### config.mk
export PLATFORM = sky130hd
export DESIGN_NAME = rdx_decode_exec
export DESIGN_NICKNAME = d
export VERILOG_FILES = /design/src/rtl/rdx_pkg.sv /design/src/rtl/rdx_decode.sv /design/src/rtl/rdx_operand.sv /design/src/rtl/rdx_alu.sv /design/src/rtl/rdx_outreg.sv /design/src/rtl/rdx_decode_exec.sv
export SDC_FILE = /design/constraint.sdc
export NUM_CORES = 1
export LEC_CHECK = 0
export ABC_AREA = 1
export BUFFER_PORTS_ARGS = -buffer_cell sky130_fd_sc_hd__buf_2
export CAP_MARGIN = 0
export CORE_MARGIN = 1
export CORE_UTILIZATION = 60
export DETAILED_ROUTE_END_ITERATION = 8
export PLACE_DENSITY = 0.86
export RECOVER_POWER = 100
export SYNTH_ARGS = -nofsm -noshare
export SYNTH_HDL_FRONTEND = slang
export SYNTH_HIERARCHICAL = 1
export SYNTH_SLANG_ARGS = --single-unit
export TNS_END_PERCENT = 5
### constraint.sdc
create_clock -name clk -period 6.4 [get_ports clk]
set_clock_uncertainty 0.05 [all_clocks]
set_input_delay 1.28 -clock clk [delete_from_list [all_inputs] [get_ports clk]]
set_output_delay 1.28 -clock clk [all_outputs]
set_load 0.005 [all_outputs]
### src/rtl/rdx_pkg.sv
package rdx_pkg;

   // Fixed encoding geometry of the instruction word
   localparam int OPC_W   = 6;
   localparam int REG_AW  = 5;
   localparam int SHAMT_W = 5;
   localparam int FUNCT_W = 6;
   localparam int IMM_W   = 16;
   localparam int INSTR_W = OPC_W + 3 * REG_AW + SHAMT_W + FUNCT_W;

   // Field positions, derived from the most significant end downwards
   localparam int OPC_LSB   = INSTR_W - OPC_W;
   localparam int RS_LSB    = OPC_LSB - REG_AW;
   localparam int RT_LSB    = RS_LSB - REG_AW;
   localparam int RD_LSB    = RT_LSB - REG_AW;
   localparam int SHAMT_LSB = RD_LSB - SHAMT_W;
   localparam int FUNCT_LSB = 0;
   localparam int IMM_LSB   = 0;

   // Opcode and function codes
   localparam logic [OPC_W-1:0]   OPC_RTYPE = 6'd0;
   localparam logic [OPC_W-1:0]   OPC_ADDI  = 6'd8;
   localparam logic [OPC_W-1:0]   OPC_ADDIU = 6'd9;
   localparam logic [OPC_W-1:0]   OPC_SLTI  = 6'd10;
   localparam logic [OPC_W-1:0]   OPC_SLTIU = 6'd11;
   localparam logic [OPC_W-1:0]   OPC_ORI   = 6'd13;
   localparam logic [OPC_W-1:0]   OPC_LUI   = 6'd15;
   localparam logic [FUNCT_W-1:0] FN_ADD    = 6'd32;
   localparam logic [FUNCT_W-1:0] FN_SUBU   = 6'd35;

   typedef enum logic [2:0] {
      ALU_ADD,
      ALU_SUB,
      ALU_SLT,
      ALU_SLTU,
      ALU_OR,
      ALU_PASS_B
   } alu_op_e;

   typedef enum logic [1:0] {
      OPND_REG,
      OPND_SEXT,
      OPND_ZEXT,
      OPND_HIGH
   } opnd_mode_e;

   typedef struct packed {
      alu_op_e            op;
      opnd_mode_e         opnd_mode;
      logic               trap_en;
      logic               illegal;
      logic [REG_AW-1:0]  dest;
   } dec_t;

endpackage

### src/rtl/rdx_decode.sv
module rdx_decode
   import rdx_pkg::*;
(
   input  logic [OPC_W-1:0]   opc,
   input  logic [REG_AW-1:0]  rs_idx,
   input  logic [REG_AW-1:0]  rt_idx,
   input  logic [REG_AW-1:0]  rd_idx,
   input  logic [SHAMT_W-1:0] shamt,
   input  logic [FUNCT_W-1:0] funct,
   output dec_t               dec
);

   logic shamt_zero;
   assign shamt_zero = (shamt == '0);

   always_comb begin
      // Default: illegal word, no trap, destination 0
      dec.op        = ALU_OR;
      dec.opnd_mode = OPND_ZEXT;
      dec.trap_en   = 1'b0;
      dec.illegal   = 1'b1;
      dec.dest      = '0;

      case (opc)
         OPC_RTYPE: begin
            if (shamt_zero && funct == FN_ADD) begin
               dec.op        = ALU_ADD;
               dec.opnd_mode = OPND_REG;
               dec.trap_en   = 1'b1;
               dec.illegal   = 1'b0;
               dec.dest      = rd_idx;
            end else if (shamt_zero && funct == FN_SUBU) begin
               dec.op        = ALU_SUB;
               dec.opnd_mode = OPND_REG;
               dec.illegal   = 1'b0;
               dec.dest      = rd_idx;
            end
         end
         OPC_ADDI: begin
            dec.op        = ALU_ADD;
            dec.opnd_mode = OPND_SEXT;
            dec.trap_en   = 1'b1;
            dec.illegal   = 1'b0;
            dec.dest      = rt_idx;
         end
         OPC_ADDIU: begin
            dec.op        = ALU_ADD;
            dec.opnd_mode = OPND_SEXT;
            dec.illegal   = 1'b0;
            dec.dest      = rt_idx;
         end
         OPC_SLTI: begin
            dec.op        = ALU_SLT;
            dec.opnd_mode = OPND_SEXT;
            dec.illegal   = 1'b0;
            dec.dest      = rt_idx;
         end
         OPC_SLTIU: begin
            dec.op        = ALU_SLTU;
            dec.opnd_mode = OPND_SEXT;
            dec.illegal   = 1'b0;
            dec.dest      = rt_idx;
         end
         OPC_ORI: begin
            dec.op        = ALU_OR;
            dec.opnd_mode = OPND_ZEXT;
            dec.illegal   = 1'b0;
            dec.dest      = rt_idx;
         end
         OPC_LUI: begin
            if (rs_idx == '0) begin
               dec.op        = ALU_PASS_B;
               dec.opnd_mode = OPND_HIGH;
               dec.illegal   = 1'b0;
               dec.dest      = rt_idx;
            end
         end
         default: begin
            dec.illegal = 1'b1;
         end
      endcase
   end

endmodule

### src/rtl/rdx_operand.sv
module rdx_operand
   import rdx_pkg::*;
#(
   parameter int DATA_W = 32
) (
   input  opnd_mode_e         mode,
   input  logic [IMM_W-1:0]   imm,
   input  logic [DATA_W-1:0]  rt_val,
   output logic [DATA_W-1:0]  opnd
);

   localparam int FILL_W = DATA_W - IMM_W;

   always_comb begin
      case (mode)
         OPND_REG:  opnd = rt_val;
         OPND_SEXT: opnd = {{FILL_W{imm[IMM_W-1]}}, imm};
         OPND_ZEXT: opnd = {{FILL_W{1'b0}}, imm};
         default:   opnd = {imm, {FILL_W{1'b0}}};
      endcase
   end

endmodule

### src/rtl/rdx_alu.sv
module rdx_alu
   import rdx_pkg::*;
#(
   parameter int DATA_W    = 32,
   parameter int CMP_STYLE = 0
) (
   input  alu_op_e            op,
   input  logic               trap_en,
   input  logic [DATA_W-1:0]  a,
   input  logic [DATA_W-1:0]  b,
   output logic [DATA_W-1:0]  result,
   output logic               ovf
);

   localparam int MSB = DATA_W - 1;

   logic              do_sub;
   logic [DATA_W-1:0] b_eff;
   logic [DATA_W:0]   ext;
   logic [DATA_W-1:0] sum;
   logic              add_ovf;
   logic              lt_s;
   logic              lt_u;

   always_comb begin
      do_sub = (op == ALU_SUB) || (op == ALU_SLT) || (op == ALU_SLTU);
      b_eff  = do_sub ? ~b : b;
   end

   // One shared carry chain serves add, subtract and both compares
   assign ext     = {1'b0, a} + {1'b0, b_eff} + {{DATA_W{1'b0}}, do_sub};
   assign sum     = ext[MSB:0];
   assign add_ovf = (a[MSB] == b[MSB]) && (sum[MSB] != a[MSB]);

   generate
      if (CMP_STYLE == 0) begin : g_cmp_shared
         // Compare derived from the subtractor: carry out and sign
         assign lt_s = (a[MSB] ^ b[MSB]) ? a[MSB] : sum[MSB];
         assign lt_u = ~ext[DATA_W];
      end else begin : g_cmp_direct
         // Separate magnitude comparators, shallower but larger
         assign lt_s = $signed(a) < $signed(b);
         assign lt_u = a < b;
      end
   endgenerate

   always_comb begin
      case (op)
         ALU_ADD,
         ALU_SUB:  result = sum;
         ALU_SLT:  result = {{MSB{1'b0}}, lt_s};
         ALU_SLTU: result = {{MSB{1'b0}}, lt_u};
         ALU_OR:   result = a | b;
         default:  result = b;
      endcase
      ovf = trap_en && (op == ALU_ADD) && add_ovf;
   end

endmodule

### src/rtl/rdx_outreg.sv
module rdx_outreg
   import rdx_pkg::*;
#(
   parameter int DATA_W = 32
) (
   input  logic               clk,
   input  logic               rst,
   input  logic               in_valid,
   input  logic [REG_AW-1:0]  dest_d,
   input  logic               wen_d,
   input  logic [DATA_W-1:0]  result_d,
   input  logic               ovf_d,
   input  logic               illegal_d,
   output logic               valid_q,
   output logic [REG_AW-1:0]  dest_q,
   output logic               wen_q,
   output logic [DATA_W-1:0]  result_q,
   output logic               ovf_q,
   output logic               illegal_q
);

   // Control bits: reset, and forced low for an empty slot
   always_ff @(posedge clk) begin
      if (rst) begin
         valid_q   <= 1'b0;
         wen_q     <= 1'b0;
         ovf_q     <= 1'b0;
         illegal_q <= 1'b0;
      end else begin
         valid_q   <= in_valid;
         wen_q     <= in_valid & wen_d;
         ovf_q     <= in_valid & ovf_d;
         illegal_q <= in_valid & illegal_d;
      end
   end

   // Payload: loaded only for an accepted word, never reset
   always_ff @(posedge clk) begin
      if (in_valid) begin
         dest_q   <= dest_d;
         result_q <= result_d;
      end
   end

endmodule

### src/rtl/rdx_decode_exec.sv
module rdx_decode_exec
   import rdx_pkg::*;
#(
   parameter int DATA_W    = 32,
   parameter int CMP_STYLE = 0
) (
   input  logic                clk,
   input  logic                rst,
   input  logic                in_valid,
   input  logic [INSTR_W-1:0]  instr,
   input  logic [DATA_W-1:0]   opa,
   input  logic [DATA_W-1:0]   opb,
   output logic                out_valid,
   output logic [REG_AW-1:0]   out_dest,
   output logic                out_wen,
   output logic [DATA_W-1:0]   out_result,
   output logic                out_ovf,
   output logic                out_illegal
);

   // Elaboration-time parameter checks
   generate
      if (DATA_W < 2 * IMM_W) begin : g_bad_data_w
         $error("rdx_decode_exec: DATA_W must hold two immediates");
      end
      if (CMP_STYLE != 0 && CMP_STYLE != 1) begin : g_bad_cmp_style
         $error("rdx_decode_exec: CMP_STYLE must be 0 or 1");
      end
      if (INSTR_W != OPC_W + 2 * REG_AW + IMM_W) begin : g_bad_geometry
         $error("rdx_decode_exec: I-format and R-format widths disagree");
      end
   endgenerate

   dec_t              dec;
   logic [DATA_W-1:0] opnd_b;
   logic [DATA_W-1:0] alu_res;
   logic              alu_ovf;
   logic [DATA_W-1:0] res_d;
   logic              wen_d;

   rdx_decode u_decode (
      .opc    (instr[OPC_LSB +: OPC_W]),
      .rs_idx (instr[RS_LSB +: REG_AW]),
      .rt_idx (instr[RT_LSB +: REG_AW]),
      .rd_idx (instr[RD_LSB +: REG_AW]),
      .shamt  (instr[SHAMT_LSB +: SHAMT_W]),
      .funct  (instr[FUNCT_LSB +: FUNCT_W]),
      .dec    (dec)
   );

   rdx_operand #(
      .DATA_W (DATA_W)
   ) u_operand (
      .mode   (dec.opnd_mode),
      .imm    (instr[IMM_LSB +: IMM_W]),
      .rt_val (opb),
      .opnd   (opnd_b)
   );

   rdx_alu #(
      .DATA_W    (DATA_W),
      .CMP_STYLE (CMP_STYLE)
   ) u_alu (
      .op      (dec.op),
      .trap_en (dec.trap_en),
      .a       (opa),
      .b       (opnd_b),
      .result  (alu_res),
      .ovf     (alu_ovf)
   );

   assign res_d = dec.illegal ? '0 : alu_res;
   assign wen_d = !dec.illegal && !alu_ovf && (dec.dest != '0);

   rdx_outreg #(
      .DATA_W (DATA_W)
   ) u_outreg (
      .clk       (clk),
      .rst       (rst),
      .in_valid  (in_valid),
      .dest_d    (dec.dest),
      .wen_d     (wen_d),
      .result_d  (res_d),
      .ovf_d     (alu_ovf),
      .illegal_d (dec.illegal),
      .valid_q   (out_valid),
      .dest_q    (out_dest),
      .wen_q     (out_wen),
      .result_q  (out_result),
      .ovf_q     (out_ovf),
      .illegal_q (out_illegal)
   );

endmodule

==> impl_metrics.tcl <==
set metrics [dict create \
    dp.cells 1143 \
    clkPwrFrac 0.201 \
    firstDrtPassIters 6 \
    max-cap-violations 1 \
    antenna_found_initial 0 \
    synthArstFlopShare 0 \
    synth-seq-area-share 0.208 \
    hold_viol 0 \
    cp.arrival_ns 5.31 \
    ys_seq_elements 41 \
    path_max_fanout 32 \
    ys_warn_count 6 \
    dp_hpwl_um 14000 \
    cts_inserted_buffers 5 \
    tns_ns 0 \
    yosysMostFrequentCell "nand2_1" \
    fin_crit_ns 5.31 \
    min_period_over_period 0.829 \
    initial_utilization 0.619 \
    drt_iter0_markers 407 \
    cellLeakagePower_nw 3.28 \
    total_power_mw 0.855 \
    synth_fp_nets 1031 \
    avgViaCountPerCell 5.66 \
    violations "capacitance limit, slew limit" \
    pre_cts_ws_ns 1.00 \
    fin_ws_ns 1.09 \
    cts.sinks 41 \
    ant_nets 0 \
    die-height_um 99.7 \
    nets 1156 \
    h-tree-depth 2 \
    avgSynthCellArea_um2 6.39 \
    synth_flop_cell "edfxtp_1" \
    place_congestion 0.975 \
    hold_path_class "input port to flip-flop" \
    pin_count 140 \
    cts_tree "built" \
    grt_usage 0.364 \
    crit_type "input port to flip-flop" \
    cp-start-kind "input port" \
    grt_max_degree 42 \
    synth_top_area_frac 0.194 \
    syn2layout_area_growth_pct 13.0 \
    wl_per_cell_um 15.3 \
    power_frac_seq 0.368 \
    drc 0 \
    status "finished, violations left" \
    wirelength_um 17600 \
    post_cts_resized 0 \
    placeableCoreArea_um2 9240 \
    fillers 900 \
    postCtsHoldBufs 0 \
    synth_edf_count 37 \
    rsz0062_at_grt "no" \
    final_core_util 0.700 \
    postCtsSetupBuffers 0 \
    synth.distinct_cells 51 \
    irDropWorstVdd_mv 0.0849 \
    drive_gt1_frac 0.167 \
    rows 35 \
    endpoint "u_outreg/result_q[20]$_DFFE_PP_" \
    combPwrFrac 0.431 \
    cts_buffer_depth 2 \
    die_w_um 99.7 \
    internal_power_mw 0.520 \
    vias 6511 \
    netlist_top_cells_area "edfxtp_1 (19%), nand2_1 (13%), nand3_1 (10%), ha_1 (7.7%), inv_1 (7.5%)" \
    p_switching_mw 0.336 \
    root_buffer "clkbuf_8" \
    clock.fmax_ghz 0.188 \
    max_slew_margin -0.509 \
    synthCells 896 \
    power.density_nw_per_um2 132 \
    grt_pass1_vias 6007 \
    synth.cell_area_um2 5720 \
    worst_pin_slew_ns 2.26 \
    port_buffers 139 \
    yosysTopAreaCell "edfxtp_1" \
    end_kind "flip-flop" \
    fin_cells 1151 \
    finalMaxSlewViolations 42 \
    grt_pass1_wl_um 28500 \
    path_clk_slew_ns 0.08 \
    crit_start "instr[29]" \
    diodes 0 \
    grt_overflow 0 \
    swShare 0.392 \
    crit_required_ns 6.40 \
    finalSetupViolCount 0 \
    synth_common_cells "nand2_1 (204), nand3_1 (118), inv_1 (114)" \
    fp.dieArea_um2 9930 \
]
## critical path, stage by stage
cell and delay, ns:
clkbuf_1 0.09, inv_1 0.12, nor2_1 0.06, nand2_1 0.15, nand2_1 0.39, nor2_8 0.52
nand2_1 0.10, nand3_1 0.11, inv_1 0.08, xor2_1 0.23, inv_1 0.09, fa_1 0.39
inv_1 0.08, nand2_1 0.06, o21ai_0 0.26, a21oi_1 0.20, o21bai_1 0.37, nand2_1 0.10
nand2_1 0.16, nand2_1 0.09, nand2_1 0.07, nand2_1 0.05, nand3_1 0.08, nand3_1 0.07
inv_1 0.06, nor2_1 0.03
## cells by family after synthesis
| logic type | after synthesis | share of synthesized area |
|---|---|---|
| adders and majority gates | 36 | 0.0800 |
| AOI/OAI and AO/OA | 150 | 0.154 |
| xor gates and xnor gates | 31 | 0.0474 |
| buffers and inverters | 150 | 0.121 |
| and+or+nand+nor | 488 | 0.389 |
| DFF | 41 | 0.208 |
## cell type report
type / instances / area (um2) / share of cell area
tap: 129 / 161 / 0.0250
timing repair buffer: 148 / 747 / 0.115
inverter: 120 / 458 / 0.0708
sequential: 41 / 1190 / 0.184
clock inverter: 2 / 10.0 / 0.00155
multi-input combinational: 705 / 3830 / 0.592
clock buffer: 6 / 72.6 / 0.0112
## layout by cell type (no fill, tap or decap), drive strengths merged
cell type	n
fa	1
a31oi	2
nand2	207
or2	9
and2	1
o311ai	2
dfxtp	4
clkinv	2
clkbuf	29
a21oi	47
o221ai	3
a211oi	4
xor2	11
edfxtp	37
a21o	8
nor4	2
o211ai	10
o21a	2
nand3	131
inv	120
nor2	121
nor3	9
ha	35
o21bai	5
o21ai	63
xnor2	20
a21boi	4
buf	125
nand4	2
nand3b	6
## how the worst min path moves through the flow
stage                     startpoint                             to  slack, ns  cells after the start
after detailed placement         rst      u_outreg/wen_q$_SDFF_PP0_       1.45                      2
after global routing             rst  u_outreg/illegal_q$_SDFF_PP0_       1.13                      2
final                            rst  u_outreg/illegal_q$_SDFF_PP0_       1.14                      2
after CTS                        rst      u_outreg/wen_q$_SDFF_PP0_       1.13                      2
after floorplan                  rst    u_outreg/valid_q$_SDFF_PP0_       1.30                      1
after global placement           rst      u_outreg/wen_q$_SDFF_PP0_       1.45                      2
## power groups by stage
| stage | sequential, mW | combinational [mW] | clock, mW |
|---|---|---|---|
| global route | 0.317 | 0.410 | 0.186 |
| global placement | 0.320 | 0.360 | 0 |
| finish | 0.315 | 0.369 | 0.172 |
| floorplan | 0.324 | 0.239 | 0 |
| detailed placement | 0.320 | 0.364 | 0 |
| CTS | 0.314 | 0.366 | 0.172 |
## metal layers
layer / vias to the layer above / part of all wire / track usage / wire length [um]
met5: - / 0 / 0 / 0
li1: 3208 / - / - / -
met4: 0 / 0.037 / 0.172 / 646
met3: 63 / 0.091 / 0.0562 / 1600
met1: 2903 / 0.41 / 0.477 / 7230
met2: 337 / 0.46 / 0.588 / 8080
## sequential cells by signal (all words and copies together), names as in the netlist
signal / cells
u_outreg/dest_q: 5
u_outreg/illegal_q: 1
u_outreg/valid_q: 1
u_outreg/ovf_q: 1
u_outreg/result_q: 32
u_outreg/wen_q: 1
## through the flow
step / hold slack, ns / instance area [um2]
after floorplan: 1.30 / 5720
after detailed placement: 1.45 / 6420
after global routing: 1.13 / 6470
after CTS: 1.13 / 6510
after global placement: 1.45 / 6420
final: 1.14 / 6470
Note: power is estimated with default switching activity, not from simulation.
